===== src/rtl/lidx_pkg.sv =====
package lidx_pkg;
  typedef enum logic {
    PACE_STEPPED = 1'b0,
    PACE_SELF    = 1'b1
  } pace_mode_e;

  localparam int unsigned N_OPERANDS = 3;
  localparam int unsigned OPR_FIRST  = 0;
  localparam int unsigned OPR_BOUND  = 1;
  localparam int unsigned OPR_STEP   = 2;
endpackage


===== src/rtl/lidx_operand.sv =====
module lidx_operand #(
  parameter int unsigned W = 16
) (
  input  logic         clk,
  input  logic         rst_n,
  input  logic         use_port,
  input  logic [W-1:0] const_val,
  input  logic [W-1:0] port_data,
  input  logic         port_ee,
  output logic [W-1:0] value
);
  logic [W-1:0] held_q;

  always_ff @(posedge clk) begin
    if (!rst_n)       held_q <= '0;
    else if (port_ee) held_q <= port_data;
  end

  always_comb begin
    if (!use_port)    value = const_val;
    else if (port_ee) value = port_data;
    else              value = held_q;
  end
endmodule


===== src/rtl/lidx_pacer.sv =====
module lidx_pacer #(
  parameter int unsigned GAP_W = 8
) (
  input  logic             clk,
  input  logic             rst_n,
  input  logic             reload,
  input  logic [GAP_W-1:0] gap,
  output logic             tick
);
  logic [GAP_W-1:0] cnt_q;

  always_ff @(posedge clk) begin
    if (!rst_n)            cnt_q <= '0;
    else if (reload)       cnt_q <= gap;
    else if (cnt_q != '0)  cnt_q <= cnt_q - 1'b1;
  end

  assign tick = (cnt_q == '0);
endmodule


===== src/rtl/lidx_core.sv =====
module lidx_core
  import lidx_pkg::*;
#(
  parameter int unsigned W = 16
) (
  input  logic         clk,
  input  logic         rst_n,
  input  pace_mode_e   mode,
  input  logic         start_ee,
  input  logic         next_ee,
  input  logic         tick,
  input  logic [W-1:0] first_v,
  input  logic [W-1:0] bound_v,
  input  logic [W-1:0] step_v,
  output logic         advance,
  output logic         running,
  output logic [W-1:0] idx_data,
  output logic         idx_ee,
  output logic [W-1:0] exit_data,
  output logic         exit_ee
);
  logic         run_q;
  logic [W-1:0] idx_q;
  logic         idx_ee_q;
  logic [W-1:0] exit_q;
  logic         exit_ee_q;
  logic         step_go;
  logic [W:0]   cand;
  logic         done;

  assign step_go = run_q && !start_ee &&
                   ((mode == PACE_SELF) ? tick : next_ee);
  assign advance = start_ee || step_go;

  always_comb begin
    if (start_ee) cand = {1'b0, first_v};
    else          cand = {1'b0, idx_q} + {1'b0, step_v};
    done = cand[W] || (cand[W-1:0] >= bound_v);
  end

  always_ff @(posedge clk) begin
    if (!rst_n) begin
      run_q     <= 1'b0;
      idx_q     <= '0;
      idx_ee_q  <= 1'b0;
      exit_q    <= '0;
      exit_ee_q <= 1'b0;
    end else begin
      idx_ee_q  <= 1'b0;
      exit_ee_q <= 1'b0;
      if (advance) begin
        if (done) begin
          run_q     <= 1'b0;
          exit_ee_q <= 1'b1;
          exit_q    <= cand[W-1:0];
        end else begin
          run_q    <= 1'b1;
          idx_ee_q <= 1'b1;
          idx_q    <= cand[W-1:0];
        end
      end
    end
  end

  assign running   = run_q;
  assign idx_data  = idx_q;
  assign idx_ee    = idx_ee_q;
  assign exit_data = exit_q;
  assign exit_ee   = exit_ee_q;
endmodule


===== src/rtl/loop_index_node.sv =====
module loop_index_node
  import lidx_pkg::*;
#(
  parameter int unsigned W     = 16,
  parameter int unsigned GAP_W = 8
) (
  input  logic             clk,
  input  logic             rst_n,
  input  logic             cfg_mode,
  input  logic [GAP_W-1:0] cfg_gap,
  input  logic             cfg_start_var,
  input  logic             cfg_end_var,
  input  logic             cfg_incr_var,
  input  logic [W-1:0]     cfg_start_k,
  input  logic [W-1:0]     cfg_end_k,
  input  logic [W-1:0]     cfg_incr_k,
  input  logic             loop_start,
  input  logic             loop_next,
  input  logic [W-1:0]     start_in_data,
  input  logic             start_in_ee,
  input  logic [W-1:0]     end_in_data,
  input  logic             end_in_ee,
  input  logic [W-1:0]     incr_in_data,
  input  logic             incr_in_ee,
  output logic [W-1:0]     idx_data,
  output logic             idx_ee,
  output logic [W-1:0]     exit_data,
  output logic             exit_ee
);
  logic [N_OPERANDS-1:0]          opr_sel;
  logic [N_OPERANDS-1:0][W-1:0]   opr_k;
  logic [N_OPERANDS-1:0][W-1:0]   opr_pd;
  logic [N_OPERANDS-1:0]          opr_pe;
  logic [N_OPERANDS-1:0][W-1:0]   opr_val;
  logic                           pace_tick;
  logic                           core_adv;
  logic                           core_run;
  pace_mode_e                     mode;

  assign mode = pace_mode_e'(cfg_mode);

  assign opr_sel[OPR_FIRST] = cfg_start_var;
  assign opr_sel[OPR_BOUND] = cfg_end_var;
  assign opr_sel[OPR_STEP]  = cfg_incr_var;
  assign opr_k[OPR_FIRST]   = cfg_start_k;
  assign opr_k[OPR_BOUND]   = cfg_end_k;
  assign opr_k[OPR_STEP]    = cfg_incr_k;
  assign opr_pd[OPR_FIRST]  = start_in_data;
  assign opr_pd[OPR_BOUND]  = end_in_data;
  assign opr_pd[OPR_STEP]   = incr_in_data;
  assign opr_pe[OPR_FIRST]  = start_in_ee;
  assign opr_pe[OPR_BOUND]  = end_in_ee;
  assign opr_pe[OPR_STEP]   = incr_in_ee;

  for (genvar g = 0; g < N_OPERANDS; g++) begin : g_opr
    lidx_operand #(.W(W)) u_opr (
      .clk      (clk),
      .rst_n    (rst_n),
      .use_port (opr_sel[g]),
      .const_val(opr_k[g]),
      .port_data(opr_pd[g]),
      .port_ee  (opr_pe[g]),
      .value    (opr_val[g])
    );
  end

  lidx_pacer #(.GAP_W(GAP_W)) u_pacer (
    .clk   (clk),
    .rst_n (rst_n),
    .reload(core_adv),
    .gap   (cfg_gap),
    .tick  (pace_tick)
  );

  lidx_core #(.W(W)) u_core (
    .clk      (clk),
    .rst_n    (rst_n),
    .mode     (mode),
    .start_ee (loop_start),
    .next_ee  (loop_next),
    .tick     (pace_tick),
    .first_v  (opr_val[OPR_FIRST]),
    .bound_v  (opr_val[OPR_BOUND]),
    .step_v   (opr_val[OPR_STEP]),
    .advance  (core_adv),
    .running  (core_run),
    .idx_data (idx_data),
    .idx_ee   (idx_ee),
    .exit_data(exit_data),
    .exit_ee  (exit_ee)
  );
endmodule


===== config.mk =====
export PLATFORM = sky130hd
export DESIGN_NAME = loop_index_node
export DESIGN_NICKNAME = d
export VERILOG_FILES = /design/src/rtl/lidx_pkg.sv /design/src/rtl/lidx_operand.sv /design/src/rtl/lidx_pacer.sv /design/src/rtl/lidx_core.sv /design/src/rtl/loop_index_node.sv
export SDC_FILE = /design/constraint.sdc
export NUM_CORES = 1
export LEC_CHECK = 0
export ABC_AREA = 1
export BUFFER_PORTS_ARGS = -buffer_cell sky130_fd_sc_hd__buf_2
export CORE_MARGIN = 8
export CORE_UTILIZATION = 35
export CTS_CLUSTER_DIAMETER = 120
export CTS_CLUSTER_SIZE = 20
export DETAILED_ROUTE_END_ITERATION = 8
export GPL_TIMING_DRIVEN = 1
export SLEW_MARGIN = 10
export SYNTH_ARGS = -nofsm -noshare
export SYNTH_HDL_FRONTEND = slang
export SYNTH_SLANG_ARGS = --single-unit

===== constraint.sdc =====
create_clock -name clk -period 4.6 [get_ports clk]
set_input_delay 0.46 -clock clk [delete_from_list [all_inputs] [get_ports clk]]
set_output_delay 0.46 -clock clk [all_outputs]
set_load 0.02 [all_outputs]

==> flow_summary.ini, run 1 <==
[synth]
yosys.area.top_type = dfxtp_1
synth_area_sq_um = 5700
synth_top_area_share_pct = 31.9
synth_seq_cells = 91
async_reset_ff_share_pct = 0
yosysUniqueCellTypes = 45
synth_area_leaders = dfxtp_1, nand2_1, ha_1, mux2i_1, nor2_1
postSynthCellCount = 835
yosysMostFrequentCell = nand2_1
synth_nets = 984
synth_commonest_cells = nand2_1, nor2_1, inv_1
yosys_most_used_dff = dfxtp_1
synth_edf_count = 0
avgSynthCellArea_sq_um = 6.83
synth.yosys.seq_area_share_pct = 31.9
yosysWarnings = 0

[grt]
antenna_found_initial = 0
grt_max_degree = 36
grtUsageTotal_pct = 16.7
overflow = 0
grt_pass1_wl_microns = 26800
grt_pass1_vias = 5109

[route]
viasPerCell = 4.60
first_iter_violations = 298
wire_per_inst_microns = 14.6
via_count = 5448
wl_microns = 17300
ant_nets = 0
dr.pass1.iters = 4
drc_errors = 0

[setup_path]
cp-end-kind = register
reg2reg_slack_ns = 0.74
r2r_cells = 24
r2r-start = g_opr[2].u_opr.held_q[0]$_SDFF_PN0_
path_max_fanout = 31
crit_arrival_ns = 4.26
crit_type = input port to register
critPathLaunchType = input port
crit_required_ns = 4.84
rr_endpoint = u_core.idx_data[2]$_SDFFE_PN0P_

[worst_hold_path]
min_to = g_opr[1].u_opr.held_q[14]$_SDFF_PN0_
hp-start = end_in_data[14]
hold_depth = 3
hp-class = input port to register

[power]
seqPwrFrac_pct = 34.3
power_frac_clock_pct = 27.1
max-vdd-ir-drop_uv = 204
intPower_uw = 1710
switchingPower_uw = 1100
netSwitchingFraction_pct = 39.3
total_power_uw = 2810
cellLeakagePower_uw = 0.00375
power_density_nw_per_um2 = 409
power_frac_comb_pct = 38.6

[placed_design]
dp_hpwl_microns = 13700
placed_cell_area_sq_um = 6560
numPortBuffers = 148
place.gp.congestion = 0.876
placed_cells = 1169

[floorplanning]
die_h_microns = 144
start_util_pct = 35.9
die_area_sq_um = 20600
io_pins = 149
die_w_microns = 144
core_area_sq_um = 15900
num_rows = 46

[sta]
timing.hold.ws_ns = 0.368
setup_viol = 0
maxSlewHeadroom_pct = 56.2
fmax_ghz = 0.248
tns_ns = 0
slew_violations = 0
hold_viol = 0
post-route-min-period_ns = 4.02
period_share_pct = 87.5
worst_pin_slew_ns = 0.651
grt_setup_unrepaired = false
finClkSkew_ns = 0.00872

[cts]
clock_latency_ns = 0.35
cts_made_buffers = 9
cts.sinks = 91
clkTransAtPathRegs_ns = 0.07
clk_path_buf_depth = 2
cts-resized-gates = 0
root_buffer = clkbuf_16
post_cts_buffers = 0
cts_hold_buf = 0
cts_max_level = 3
cts_tree = built

[final_layout]
nets = 1113
fin_area_sq_um = 6870
fill_cells = 1748
multi_input_comb_area_sq_um = 3280
fin_cells = 1185
syn_to_final_growth_pct = 20.4
drive_above_1_share_pct = 21.5
seq_area_sq_um = 1820
antenna_cells = 0

[run_status]
status = finished clean

[flow_run]
max-cap-violations = 0
power groups by stage:
stage               registers, uW  clock network, uW  logic (uW)
finish                        963                761        1090
global route                  972                805        1230
CTS                           965                785        1090
detailed placement            983                  0        1080
global placement              979                  0        1080
floorplan                    1040                  0         715
placed cells by master (no fill, tap or decap), types with 2 or more instances in the layout:
master and count:
o21a_1 8, clkinvlp_4 3, and2_1 2, buf_4 5, or2_2 2, clkbuf_16 9
nand2_1 227, nor2_1 103, xor2_1 5, buf_2 148, dfxtp_1 91, inv_6 2
inv_2 7, nand2_2 10, a21oi_2 2, mux2i_1 41, clkinv_1 2, inv_1 98
nor2_2 3, nand3_1 44, ha_1 33, nand3b_1 2, o211ai_1 5, a21oi_1 28
nand4_1 6, a211oi_1 2, nor3_1 2, o21ai_2 2, o21ai_0 53, nand3_2 3
nand2_4 5, nor2_4 2
how the worst max path moves through the flow:
stage                     from                           endpoint  cells after the start
floorplan           incr_in_ee  u_core.exit_data[13]$_SDFFE_PN0P_                     29
global placement    incr_in_ee   u_core.idx_data[10]$_SDFFE_PN0P_                     25
detailed placement  incr_in_ee    u_core.idx_data[2]$_SDFFE_PN0P_                     25
CTS                 incr_in_ee    u_core.idx_data[2]$_SDFFE_PN0P_                     25
global route        incr_in_ee    u_core.idx_data[1]$_SDFFE_PN0P_                     26
finish              incr_in_ee    u_core.idx_data[2]$_SDFFE_PN0P_                     25
layer usage:
layer / wire (microns) / GRT usage [%]
met4: 226 / 4.48
met5: 0 / 0
met1: 8490 / 22.9
met2: 7410 / 25.4
met3: 1180 / 4.28
cell type report:
cell class / instances / share of cell area, %
multi-input combinational: 601 / 47.8
inverter: 108 / 5.98
tap: 216 / 3.94
timing repair buffer: 153 / 11.3
clock inverter: 5 / 0.893
sequential: 91 / 26.5
clock buffer: 11 / 3.53
registers in the layout, summed over array words and instances, names as in the netlist:
signal and cells:
u_pacer.cnt_q 8, u_core.idx_ee 1, u_core.exit_data 16, u_core.running 1, u_core.idx_data 16, g_opr.u_opr.held_q 48
u_core.exit_ee 1
critical path, stage by stage:
cell      delay (ns)
buf_2           0.24
mux2i_1         0.25
o21ai_0         0.19
ha_1            0.28
fa_1            0.41
nand2_1         0.10
nand2_1         0.08
nand3_1         0.08
nand2_1         0.11
nand2_1         0.11
nand2_1         0.05
nand2_1         0.06
nand3_1         0.10
nand2_1         0.12
inv_1           0.11
ha_1            0.30
nand2_1         0.10
o21bai_1        0.11
nand2_1         0.06
nand2_1         0.05
nand2_1         0.07
inv_1           0.10
nand4_4         0.38
nor2_1          0.24
nor2_1          0.06
through the flow:
step	utilization, %	setup WS, ns
after detailed placement	41.3	0.191
after CTS	43.2	0.556
after floorplan	-	0.729
final	43.2	0.575
after global routing	43.2	0.164
after global placement	41.3	0.261
cells by family after synthesis:
group	share of synthesized area (%)
compound gates	10.8
fa+ha+maj	7.59
flops	31.9
mux	7.19
xor+xnor	0.921
buf+inv	10.5
simple gates	31.0
(Power assumes the default switching activity.)
==> run 2, diff against run 1 <==
- CORE_ASPECT_RATIO: not set -> 0.7
==> flow_summary.ini, run 2 (synthesis gave the netlist of run 1 again) <==
[run_status]
status = finished clean

[cts]
cts_max_level = 3
post_cts_buffers = 0
clk_path_buf_depth = 2
cts_made_buffers = 9
root_buffer = clkbuf_16
clkTransAtPathRegs_ns = 0.06
cts.sinks = 91
clock_latency_ns = 0.34
cts_hold_buf = 0
cts_tree = built
cts-resized-gates = 0

[route]
top_layer_used = met5
wl_microns = 18200
drc_errors = 0
met3_length_microns = 1430
wire_per_inst_microns = 15.2
ant_nets = 0
met1_length_microns = 10100
dr.pass1.iters = 5
first_iter_violations = 417
wl_met2_microns = 6540
viasPerCell = 4.61
via_count = 5499

[sta]
worst_pin_slew_ns = 0.688
finClkSkew_ns = 0.0126
fmax_ghz = 0.250
hold_viol = 0
setup_viol = 0
tns_ns = 0
slew_violations = 0
period_share_pct = 86.9
grt_setup_unrepaired = false
timing.hold.ws_ns = 0.372
maxSlewHeadroom_pct = 54.1
post-route-min-period_ns = 4.00

[power]
netSwitchingFraction_pct = 40.6
power_density_nw_per_um2 = 403
cellLeakagePower_uw = 0.00373
switchingPower_uw = 1120
power_frac_comb_pct = 40.2
intPower_uw = 1640
seqPwrFrac_pct = 34.8
power_frac_clock_pct = 25.0
max-vdd-ir-drop_uv = 184

[setup_path]
crit_arrival_ns = 4.22
cp-end-kind = register
path_max_fanout = 31
reg2reg_slack_ns = 0.78
crit_type = input port to register
critPathLaunchType = input port
r2r_cells = 22
crit_required_ns = 4.82

[final_layout]
final_cell_mix = nand2_1, buf_2, nor2_1
final_common_cell = nand2_1
nets = 1113
syn_to_final_growth_pct = 19.9
top_register = g_opr.u_opr.held_q
antenna_cells = 0
largest_register_ffs = 48
drive_above_1_share_pct = 21.3
fin_util_pct = 42.3
fill_cells = 1764

[worst_hold_path]
hold_depth = 2
hp-class = input port to register

[floorplanning]
start_util_pct = 35.3
die_h_microns = 123
io_pins = 149
num_rows = 39
core_area_sq_um = 16200
die_w_microns = 169
die_area_sq_um = 20700

[placed_design]
place.gp.congestion = 0.900
numPortBuffers = 148
dp_hpwl_microns = 14200

[grt]
antenna_found_initial = 1
grt_pass1_wl_microns = 28400
overflow = 0
grt_pass1_vias = 5231
grt_max_degree = 52
grtUsageTotal_pct = 17.5

[flow_run]
max-cap-violations = 0
-- run 2: worst max-delay path, stage by stage --
cell      delay, ns
buf_2          0.19
buf_4          0.25
mux2i_1        0.25
o21ai_0        0.13
ha_1           0.43
nand2_1        0.15
nor2_1         0.24
nand3_1        0.15
nand4_1        0.10
nand3_1        0.14
nand2_1        0.10
inv_1          0.10
ha_1           0.32
nand2_1        0.11
o21bai_1       0.11
nand2_1        0.07
nand2_1        0.05
nand2_1        0.07
inv_1          0.09
nand4_4        0.38
nor2_1         0.23
nor2_1         0.06
-- run 2: stage by stage --
stage               instance area (sq um)  total power, uW  worst slack, ns  cells
finish                               6840             2760            0.605   1194
CTS                                  6840             2770            0.691   1194
global placement                     6580             2080            0.332   1178
floorplan                            5700             1750            0.729    835
detailed placement                   6580             2080            0.344   1178
global route                         6840             2960            0.173   1194
-- run 2: power by group through the flow --
| stage | logic (uW) | clock network [uW] | registers [uW] |
|---|---|---|---|
| after floorplan | 715 | 0 | 1040 |
| after global placement | 1100 | 0 | 978 |
| after detailed placement | 1100 | 0 | 978 |
| after CTS | 1100 | 705 | 961 |
| after global routing | 1250 | 738 | 972 |
| final | 1110 | 689 | 959 |
-- run 2: worst paths after layout --
check | startpoint | end
setup / recovery | incr_in_ee | u_core.idx_data[2]$_SDFFE_PN0P_
hold / removal | cfg_gap[4] | u_pacer.cnt_q[4]$_SDFFE_PN0P_
setup reg to reg | g_opr[2].u_opr.held_q[1]$_SDFF_PN0_ | u_core.idx_data[2]$_SDFFE_PN0P_
hold reg to reg | u_core.exit_data[12]$_SDFFE_PN0P_ | u_core.exit_data[12]$_SDFFE_PN0P_
-- run 2: final cells by class --
| cell class | instances | area [sq um] | share of cell area, % |
|---|---|---|---|
| Multi-Input combinational cell | 601 | 3280 | 48.0 |
| Tap cell | 225 | 282 | 4.12 |
| Inverter | 108 | 410 | 6.00 |
| Timing Repair Buffer | 153 | 778 | 11.4 |
| Clock buffer | 12 | 236 | 3.46 |
| Sequential cell | 91 | 1820 | 26.6 |
| Clock inverter | 4 | 27.5 | 0.402 |
-- run 2: metal layers --
metal | track usage (%) | vias up
met2 | 23.5 | 187
li1 | - | 2903
met3 | 4.76 | 8
met4 | 2.78 | 2
met5 | 0 | -
met1 | 27.0 | 2399
==> run 3, diff against run 2 <==
- clock period: 4.6 -> 4.98 ns (I/O delays scaled with it)
==> flow_summary.ini, run 3 (synthesis gave the netlist of run 1 again) <==
[cts]
cts_made_buffers = 9
clkTransAtPathRegs_ns = 0.07
post_cts_buffers = 0
clock_latency_ns = 0.34
root_buffer = clkbuf_16
cts-resized-gates = 0
cts_hold_buf = 0
clk_path_buf_depth = 2
cts_max_level = 3
cts.sinks = 91
cts_tree = built

[grt]
grt_pass1_vias = 5154
overflow = 0
grtUsageTotal_pct = 17.3
met1_usage_pct = 27.2
grt_most_used_layer = met1
grt_use_met3_pct = 4.95
grt_pass1_wl_microns = 28000
antenna_found_initial = 0
use_met2_pct = 22.8
grt_max_degree = 36

[floorplanning]
start_util_pct = 35.3
die_area_sq_um = 20700
die_w_microns = 169
num_rows = 39
core_area_sq_um = 16200
die_h_microns = 123
io_pins = 149

[worst_hold_path]
hold_depth = 2
hp-class = input port to register
min_to = u_pacer.cnt_q[4]$_SDFFE_PN0P_
hp-start = cfg_gap[4]

[setup_path]
rr_endpoint = u_core.idx_data[2]$_SDFFE_PN0P_
r2r-start = g_opr[2].u_opr.held_q[0]$_SDFF_PN0_
cp-end-kind = register
crit_arrival_ns = 4.52
r2r_cells = 24
path_max_fanout = 31
critPathLaunchType = input port
crit_type = input port to register
reg2reg_slack_ns = 1.14
crit_required_ns = 5.21

[sta]
slew_violations = 0
setup_viol = 0
hold_viol = 0
tns_ns = 0
post-route-min-period_ns = 4.29
maxSlewHeadroom_pct = 49.0
finClkSkew_ns = 0.00992
period_share_pct = 86.1
grt_setup_unrepaired = false
worst_pin_slew_ns = 0.760
fmax_ghz = 0.233

[final_layout]
top_register = g_opr.u_opr.held_q
fill_cells = 1739
antenna_cells = 0
drive_above_1_share_pct = 21.4
nets = 1112
syn_to_final_growth_pct = 20.5
final_common_cell = nand2_1
final_cell_mix = nand2_1, buf_2, nor2_1
largest_register_ffs = 48

[power]
power_density_nw_per_um2 = 382
max-vdd-ir-drop_uv = 165
total_power_uw = 2620
cellLeakagePower_uw = 0.00375

[route]
wl_microns = 18100
wire_per_inst_microns = 15.2
dr.pass1.iters = 5
viasPerCell = 4.64
drc_errors = 0
first_iter_violations = 408
via_count = 5540
ant_nets = 0

[flow_run]
max-cap-violations = 0

[placed_design]
place.gp.congestion = 0.879
numPortBuffers = 148
dp_hpwl_microns = 14300

[run_status]
status = finished clean
## run 3: cell type report
class	instances	area, sq um	share of cell area (%)
Clock buffer	11	243	3.53
Tap cell	225	282	4.10
Timing Repair Buffer	152	771	11.2
Multi-Input combinational cell	601	3280	47.8
Inverter	108	410	5.97
Sequential cell	91	1820	26.5
Clock inverter	5	62.6	0.910
## run 3: worst max-delay path, cell delays in order
cell and delay [ns]:
buf_2 0.10, inv_1 0.50, o21ai_0 0.35, ha_1 0.31, fa_1 0.40, nand2_1 0.11, nand2_1 0.10, nand3_1 0.09
nand2_1 0.10, nand2_1 0.09, nand2_1 0.05, nand2_1 0.05, nand3_1 0.07, nand2_1 0.10, inv_1 0.10, ha_1 0.30
nand2_1 0.11, o21bai_1 0.11, nand2_1 0.06, nand2_1 0.05, nand2_1 0.07, inv_1 0.10, nand4_4 0.38, nor2_1 0.25
nor2_1 0.07
## run 3: worst max-delay path by stage
stage          slack [ns]          from                                 to  depth (start not counted)
2_1_floorplan        1.07    incr_in_ee  u_core.exit_data[13]$_SDFFE_PN0P_                         29
5_1_grt              0.21  cfg_incr_var    u_core.idx_data[4]$_SDFFE_PN0P_                         26
6_report             0.69  cfg_incr_var    u_core.idx_data[2]$_SDFFE_PN0P_                         25
4_1_cts              0.75  cfg_incr_var    u_core.idx_data[2]$_SDFFE_PN0P_                         25
3_3_place_gp         0.44  cfg_incr_var   u_core.idx_data[10]$_SDFFE_PN0P_                         25
3_5_place_dp         0.39  cfg_incr_var    u_core.idx_data[2]$_SDFFE_PN0P_                         25
## run 3: metrics by stage
step / hold slack [ns] / area, sq um / cells / setup slack, ns / util (%)
2_1_floorplan: 0.445 / 5700 / 835 / 1.07 / -
3_3_place_gp: 0.454 / 6570 / 1177 / 0.438 / 40.7
3_5_place_dp: 0.457 / 6570 / 1177 / 0.394 / 40.7
4_1_cts: 0.399 / 6870 / 1193 / 0.750 / 42.6
5_1_grt: 0.416 / 6870 / 1193 / 0.207 / 42.6
6_report: 0.401 / 6870 / 1193 / 0.691 / 42.6
## run 3: per-layer routing
metal,vias up,part of all wire [%]
li1,2914,-
met1,2410,55
met2,210,35
met3,6,8.9
met4,0,0.43
met5,-,0
## run 3: where the power goes
group / leakage [uW] / internal (uW) / total [uW] / switching (uW)
logic: 0.00285 / 350 / 1030 / 675
registers: 0.000751 / 821 / 885 / 63.8
clock network: 0.000142 / 405 / 714 / 308
